**src/rtl/dma_blk_pkg.sv**
```systemverilog
package dma_blk_pkg;
    typedef enum logic [1:0] {
        AM_HOLD  = 2'b00,
        AM_UP    = 2'b01,
        AM_DOWN  = 2'b10,
        AM_HOLD2 = 2'b11
    } amode_e;

    typedef enum logic {
        ST_IDLE = 1'b0,
        ST_RUN  = 1'b1
    } chan_st_e;

    localparam logic [2:0] RI_SRC  = 3'd0;
    localparam logic [2:0] RI_DST  = 3'd1;
    localparam logic [2:0] RI_LEN  = 3'd2;
    localparam logic [2:0] RI_BCNT = 3'd3;
    localparam logic [2:0] RI_CTRL = 3'd4;
    localparam logic [2:0] RI_ENA  = 3'd5;
endpackage

```
**src/rtl/dma_addr_step.sv**
```systemverilog
module dma_addr_step #(
    parameter int ADDR_W = 16
) (
    input  logic [ADDR_W-1:0] cur,
    input  logic [1:0]        mode,
    input  logic              word,
    output logic [ADDR_W-1:0] nxt
);
    import dma_blk_pkg::*;

    logic [ADDR_W-1:0] step;

    always_comb begin
        step = word ? ADDR_W'(2) : ADDR_W'(1);
        case (amode_e'(mode))
            AM_UP:   nxt = cur + step;
            AM_DOWN: nxt = cur - step;
            default: nxt = cur;
        endcase
    end
endmodule

```
**src/rtl/dma_req_sel.sv**
```systemverilog
module dma_req_sel #(
    parameter int NREQ  = 16,
    parameter int SEL_W = 4
) (
    input  logic [NREQ-1:0]  req,
    input  logic [SEL_W-1:0] sel,
    output logic             hit
);
    logic [NREQ-1:0] match;

    for (genvar i = 0; i < NREQ; i++) begin : g_line
        assign match[i] = req[i] && (sel == SEL_W'(i));
    end

    assign hit = |match;
endmodule

```
**src/rtl/dma_blk_chan.sv**
```systemverilog
module dma_blk_chan #(
    parameter int ADDR_W = 16,
    parameter int CNT_W  = 8,
    parameter int BCNT_W = 16,
    parameter int NREQ   = 16,
    parameter int REG_W  = 32
) (
    input  logic              clk,
    input  logic              rst_n,
    input  logic              reg_we,
    input  logic [2:0]        reg_addr,
    input  logic [REG_W-1:0]  reg_wdata,
    output logic [REG_W-1:0]  reg_rdata,
    input  logic [NREQ-1:0]   act_req,
    output logic              mem_rd_en,
    output logic [ADDR_W-1:0] mem_rd_addr,
    input  logic [15:0]       mem_rd_data,
    output logic              mem_wr_en,
    output logic [ADDR_W-1:0] mem_wr_addr,
    output logic [15:0]       mem_wr_data,
    output logic              mem_word,
    output logic              irq
);
    import dma_blk_pkg::*;

    localparam int SEL_W  = $clog2(NREQ);
    localparam int CF_SEL = 6;
    localparam int CF_IE  = CF_SEL + SEL_W;

    typedef struct packed {
        chan_st_e          st;
        logic [ADDR_W-1:0] src;
        logic [ADDR_W-1:0] dst;
        logic [ADDR_W-1:0] base;
        logic [CNT_W-1:0]  len;
        logic [CNT_W-1:0]  rld;
        logic [BCNT_W-1:0] bcnt;
        logic [1:0]        smode;
        logic [1:0]        dmode;
        logic              bdir;
        logic              word;
        logic [SEL_W-1:0]  sel;
        logic              ie;
        logic              xen;
        logic              men;
        logic              done;
        logic              pend;
    } chan_t;

    chan_t r_q, r_d;

    logic [ADDR_W-1:0] src_nx, dst_nx;
    logic              req_hit;
    logic              armed, busy, start, last;

    dma_addr_step #(.ADDR_W(ADDR_W)) u_src_step (
        .cur(r_q.src), .mode(r_q.smode), .word(r_q.word), .nxt(src_nx)
    );
    dma_addr_step #(.ADDR_W(ADDR_W)) u_dst_step (
        .cur(r_q.dst), .mode(r_q.dmode), .word(r_q.word), .nxt(dst_nx)
    );
    dma_req_sel #(.NREQ(NREQ), .SEL_W(SEL_W)) u_req (
        .req(act_req), .sel(r_q.sel), .hit(req_hit)
    );

    assign armed = r_q.xen && r_q.men;
    assign busy  = (r_q.st == ST_RUN);
    assign last  = (r_q.len <= CNT_W'(1));
    assign start = !busy && armed && r_q.pend && (r_q.bcnt != '0) && !reg_we;

    always_comb begin
        r_d = r_q;
        r_d.pend = armed && ((r_q.pend && !start) || req_hit);

        if (reg_we && !busy) begin
            case (reg_addr)
                RI_SRC:  r_d.src = reg_wdata[ADDR_W-1:0];
                RI_DST:  r_d.dst = reg_wdata[ADDR_W-1:0];
                RI_LEN: begin
                    r_d.len = reg_wdata[CNT_W-1:0];
                    r_d.rld = reg_wdata[2*CNT_W-1:CNT_W];
                end
                RI_BCNT: r_d.bcnt = reg_wdata[BCNT_W-1:0];
                RI_CTRL: begin
                    r_d.smode = reg_wdata[1:0];
                    r_d.dmode = reg_wdata[3:2];
                    r_d.bdir  = reg_wdata[4];
                    r_d.word  = reg_wdata[5];
                    r_d.sel   = reg_wdata[CF_SEL +: SEL_W];
                    r_d.ie    = reg_wdata[CF_IE];
                end
                RI_ENA: begin
                    r_d.xen  = reg_wdata[0];
                    r_d.men  = reg_wdata[1];
                    r_d.done = reg_wdata[2];
                end
                default: ;
            endcase
        end

        if (start) begin
            r_d.st   = ST_RUN;
            r_d.base = r_q.bdir ? r_q.dst : r_q.src;
        end

        if (busy) begin
            r_d.src = src_nx;
            r_d.dst = dst_nx;
            if (last) begin
                r_d.st   = ST_IDLE;
                r_d.len  = r_q.rld;
                r_d.bcnt = r_q.bcnt - BCNT_W'(1);
                if (r_q.bdir) r_d.dst = r_q.base;
                else          r_d.src = r_q.base;
                if (r_q.bcnt == BCNT_W'(1)) begin
                    r_d.xen  = 1'b0;
                    r_d.done = 1'b1;
                    r_d.pend = 1'b0;
                end
            end else begin
                r_d.len = r_q.len - CNT_W'(1);
            end
        end
    end

    always_ff @(posedge clk or negedge rst_n) begin
        if (!rst_n) r_q <= '0;
        else        r_q <= r_d;
    end

    always_comb begin
        reg_rdata = '0;
        case (reg_addr)
            RI_SRC:  reg_rdata = REG_W'(r_q.src);
            RI_DST:  reg_rdata = REG_W'(r_q.dst);
            RI_LEN:  reg_rdata = REG_W'({r_q.rld, r_q.len});
            RI_BCNT: reg_rdata = REG_W'(r_q.bcnt);
            RI_CTRL: reg_rdata = REG_W'({r_q.ie, r_q.sel, r_q.word, r_q.bdir,
                                         r_q.dmode, r_q.smode});
            RI_ENA:  reg_rdata = REG_W'({r_q.done, r_q.men, r_q.xen});
            default: reg_rdata = '0;
        endcase
    end

    assign mem_rd_en   = busy;
    assign mem_rd_addr = r_q.src;
    assign mem_wr_en   = busy;
    assign mem_wr_addr = r_q.dst;
    assign mem_wr_data = r_q.word ? mem_rd_data : {8'h00, mem_rd_data[7:0]};
    assign mem_word    = r_q.word;
    assign irq         = r_q.done && r_q.ie;

    logic unused_wdata;
    assign unused_wdata = ^reg_wdata;

    logic              obs_xen, obs_men, obs_done;
    logic [BCNT_W-1:0] obs_bcnt;
    logic [CNT_W-1:0]  obs_rld;
    assign obs_xen  = r_q.xen;
    assign obs_men  = r_q.men;
    assign obs_done = r_q.done;
    assign obs_bcnt = r_q.bcnt;
    assign obs_rld  = r_q.rld;
endmodule

```
**config.mk**
```make
export PLATFORM = sky130hd
export DESIGN_NAME = dma_blk_chan
export DESIGN_NICKNAME = d
export VERILOG_FILES = /design/src/rtl/dma_blk_pkg.sv /design/src/rtl/dma_addr_step.sv /design/src/rtl/dma_req_sel.sv /design/src/rtl/dma_blk_chan.sv
export SDC_FILE = /design/constraint.sdc
export NUM_CORES = 1
export LEC_CHECK = 0
export BUFFER_PORTS_ARGS = -buffer_cell sky130_fd_sc_hd__buf_2
export CAP_MARGIN = 10
export CORE_AREA = 2 2 189 144
export CTS_CLUSTER_DIAMETER = 40
export DETAILED_ROUTE_END_ITERATION = 16
export DIE_AREA = 0 0 191 146
export PLACE_DENSITY = 0.65
export SYNTH_ARGS = -nofsm -noshare
export SYNTH_HDL_FRONTEND = slang
export SYNTH_HIERARCHICAL = 1
export SYNTH_SLANG_ARGS = --single-unit
export TNS_END_PERCENT = 50
```
**constraint.sdc**
```tcl
create_clock -name clk -period 2.8 [get_ports clk]
set_input_delay 0.56 -clock clk [delete_from_list [all_inputs] [get_ports clk]]
set_output_delay 0.56 -clock clk [all_outputs]
set_load 0.02 [all_outputs]
```
==> parameters.txt <==
Parameter                              Value

Floorplan
  Starting utilization of the core area ... 0.348
  Height of the chip ... 146 um
  Core box area ... 25,800 sq um
  Width of the die ... 191 um
  Cell row count ... 51
  Number of top-level pins ... 154
  Die area ... 27,900 sq um

Clocking
  CTS Buffer Depth ... 2
  Root cell of the clock tree ... clkbuf_16
  CTS tree ... done
  CTS HTree Levels ... 3
  Clock-pin slew of the registers on the worst-case setup and hold paths ... 0.07 ns
  Clk Latency, worst-skew pair ... 0.35 ns
  TritonCTS buffer count ... 9
  Clock tree sinks ... 96

Final layout
  Multi-input logic area ... 5720 sq um
  Total area of sequential cells ... 2400 sq um
  Diodes inserted ... 0
  Nets ... 1,188
  Share of cells above drive strength 1 ... 0.257
  P&R area growth vs syn ... 12.7%
  Fillers ... 2,597

Timing
  Setup Total Neg Slack ... 0 ns
  Final critical delay including setup and external delays ... 2.70 ns
  Timing-limited maximum frequency ... 371 MHz
  Hold violation count in the final report ... 0
  Tightest slew margin relative to the limit ... 0.495
  Maximum clock skew at final layout ... 0.00701 ns
  Setup violation total in the final timing report ... 0
  Max-slew violations ... 0
  Slew at the pin with the worst max-slew slack ... 0.757 ns
  Post-route clock period utilization ... 0.963
  RSZ-0062 raised after global routing ... true

Placed design
  Buffers on Ports ... 105
  DP Wirelength ... 22,100 um
  Final weighted congestion in routability-driven placement ... 0.908

Critical path
  Worst-case register-to-register setup slack ... 0.10 ns
  Worst setup path start ... mem_word$_DFFE_PN0P_
  Reg2Reg Launch Point ... mem_word$_DFFE_PN0P_
  Highest fanout seen on the critical path ... 6
  Kind of critical path ... reg2reg
  Reg-to-reg endpoint ... mem_wr_addr[14]$_DFFE_PN0P_
  Worst setup path end ... mem_wr_addr[14]$_DFFE_PN0P_
  Critical Path Source Type ... flop
  Data required time of the worst path ... 3.08 ns
  Endpoint arrival time on the critical path ... 2.98 ns
  Type of element capturing the critical path ... flop
  Depth of the worst register-to-register path ... 12

Status
  Outcome ... completed

Global route
  Via count of the first global-routing pass ... 7,690
  Leftover overflow at the end of global routing ... 0
  Global-route wire length before repair ... 45,100 um
  Pin count of the biggest net entering global routing ... 67
  GRT Resource Usage Total ... 0.208
  Antenna violations before repair ... 2

Detailed routing
  Residual DRC ... 0
  Wire length per cell ... 20.4 um
  DR vias ... 8,423
  Drt first-iter violations ... 994
  WL final ... 29,700 um
  Number of nets with antenna violations after detailed routing ... 0
  Via density ... 5.80
  Number of iterations in the first detailed-routing pass ... 5

Pwr
  Peak supply drop ... 0.000337 V
  Power per standard cell area ... 320 nW/um^2
  Static power due to leakage ... 4.30 nW
  Total power of the final layout ... 3.24 mW

Logic synthesis
  Yosys reg bits ... 96
  Synth Flop Type ... dfrtp_1
  Gate Count Post-Synth ... 1,041
  Register area share after synthesis ... 0.267
  Cell area after synthesis ... 8990 sq um
  Number of enable flip-flop cells after synthesis ... 0
  Number of distinct library cells after synthesis ... 94
  Async set-reset flop share out of synthesis ... 1.00
  Avg Inst Size Synth ... 8.63 sq um
  Number of warnings issued by yosys ... 6

Job
  Number of max-capacitance violations reported ... 0

Hold path
  Hold WC Path Type ... in2async
## how the worst min path moves through the flow
stage | start | end | slack (ns)
floorplan | rst_n | mem_rd_addr[0]$_DFFE_PN0P_ | 0.26
global placement | r_q[62]$_DFFE_PN0P_ | r_q[62]$_DFFE_PN0P_ | 0.48
detailed placement | r_q[54]$_DFFE_PN0P_ | r_q[54]$_DFFE_PN0P_ | 0.50
CTS | rst_n | r_q[7]$_DFFE_PN0P_ | 0.23
global route | rst_n | r_q[7]$_DFFE_PN0P_ | 0.25
finish | rst_n | r_q[7]$_DFFE_PN0P_ | 0.21
## where the power goes
part / leakage [nW] / switching [mW] / internal (mW) / total, mW
clock network: 0.152 / 0.583 / 0.732 / 1.32
logic: 2.89 / 0.269 / 0.156 / 0.425
registers: 1.26 / 0.0749 / 1.42 / 1.50
## cell type report
type	instances	share of cell area
tap	344	0.0425
clock buffer	10	0.0236
multi-input combinational	785	0.565
timing repair buffer	182	0.112
inverter	30	0.0115
sequential	96	0.237
clock inverter	6	0.00741
## flip-flops by register name, summed over array words and instances (netlist names), 8 cells and up
name and flops:
obs_bcnt 16, obs_rld 8, mem_wr_addr 16, mem_rd_addr 16, r_q 35
## synthesized netlist by cell type, types with 6 or more instances
cell type | instances | area (sq um)
mux2_2 | 25 | 282
a21oi_1 | 73 | 365
mux4_2 | 8 | 180
xnor2_1 | 21 | 184
nand2b_1 | 12 | 75.1
dfrtp_1 | 96 | 2400
nor3b_1 | 6 | 45.0
ha_1 | 12 | 150
clkbuf_1 | 36 | 135
xor2_1 | 14 | 123
buf_6 | 10 | 113
o211ai_1 | 6 | 45.0
nor3_1 | 33 | 165
nor2b_1 | 46 | 288
nor2_1 | 82 | 308
a311oi_1 | 11 | 96.3
buf_1 | 6 | 22.5
and2_1 | 11 | 68.8
o21ai_0 | 55 | 275
and4b_1 | 8 | 80.1
o22ai_1 | 14 | 87.6
nand3_1 | 12 | 60.1
nand2_1 | 57 | 214
inv_1 | 27 | 101
a31oi_1 | 12 | 75.1
mux2i_1 | 81 | 811
buf_2 | 24 | 120
nor4_1 | 12 | 75.1
a211oi_1 | 39 | 293
buf_4 | 66 | 495
## metrics by stage
step	cell area (sq um)	hold WS, ns	worst slack, ns	utilization	cells
floorplan	9070	0.264	-0.00907	-	1056
global placement	9670	0.484	0.0182	0.374	1432
detailed placement	9670	0.500	-0.0304	0.374	1432
CTS	10000	0.233	0.00905	0.387	1450
global route	10100	0.246	-0.0285	0.392	1453
finish	10100	0.211	0.104	0.392	1453
## kinds of logic (layout without fill, tap and decap cells)
logic type | Yosys count | after routing | share of synthesized area
compound gates | 280 | 280 | 0.207
xor+xnor | 35 | 35 | 0.0341
fa+ha+maj | 14 | 14 | 0.0212
simple gates | 321 | 321 | 0.198
buf+inv | 175 | 228 | 0.117
flops | 96 | 96 | 0.267
other cells | 1 | 16 | 0.000417
mux | 119 | 119 | 0.155
## timing repair
| item | in CTS | in global routing |
|---|---|---|
| pin swaps | 1 | 8 |
| hold buffers | 0 | 0 |
| setup endpoints to repair | 4 | 15 |
| setup buffers | 2 | 3 |
| resized for setup | 1 | 30 |
| cloned | 0 | 0 |
## layer usage
metal / GRT usage / vias to the layer above / wire length (um)
met3: 0.0497 / 57 / 2860
met1: 0.311 / 4050 / 13600
met4: 0.0512 / 2 / 580
met2: 0.297 / 445 / 12600
met5: 0 / - / 13
li1: - / 3869 / -
## cell usage in the layout, fill, tap and decap left out, drive strengths merged, types with 4 or more instances in the layout
cell type and n:
mux4 12, buf 182, a22oi 5, nor3 34
a31oi 12, nand2 57, xor2 14, a21o 4
a311oi 12, and4b 8, or4 6, nor2b 46
o211ai 6, nand3 12, a32oi 5, nor4b 5
clkbuf 10, o22ai 15, o21ai 61, mux2 26
a211o 4, a21oi 75, mux2i 81, and3 5
xnor2 21, o31ai 4, conb 16, nand2b 12
and2 11, nor2 84, a211oi 40, nor4 16
ha 12, inv 31, nor3b 6, dfrtp 96
## worst max-delay path, stage by stage, from the launching register on
cell and delay (ns):
dfrtp_2 0.48, inv_1 0.09, ha_2 0.18, inv_2 0.04, fa_2 0.40, nand4b_1 0.17
o21ai_2 0.07, a211o_1 0.30, o221a_1 0.24, mux2i_2 0.24, xnor2_2 0.16, mux2i_1 0.09
a21oi_1 0.14
No activity file was read; power rests on OpenSTA's default activity.
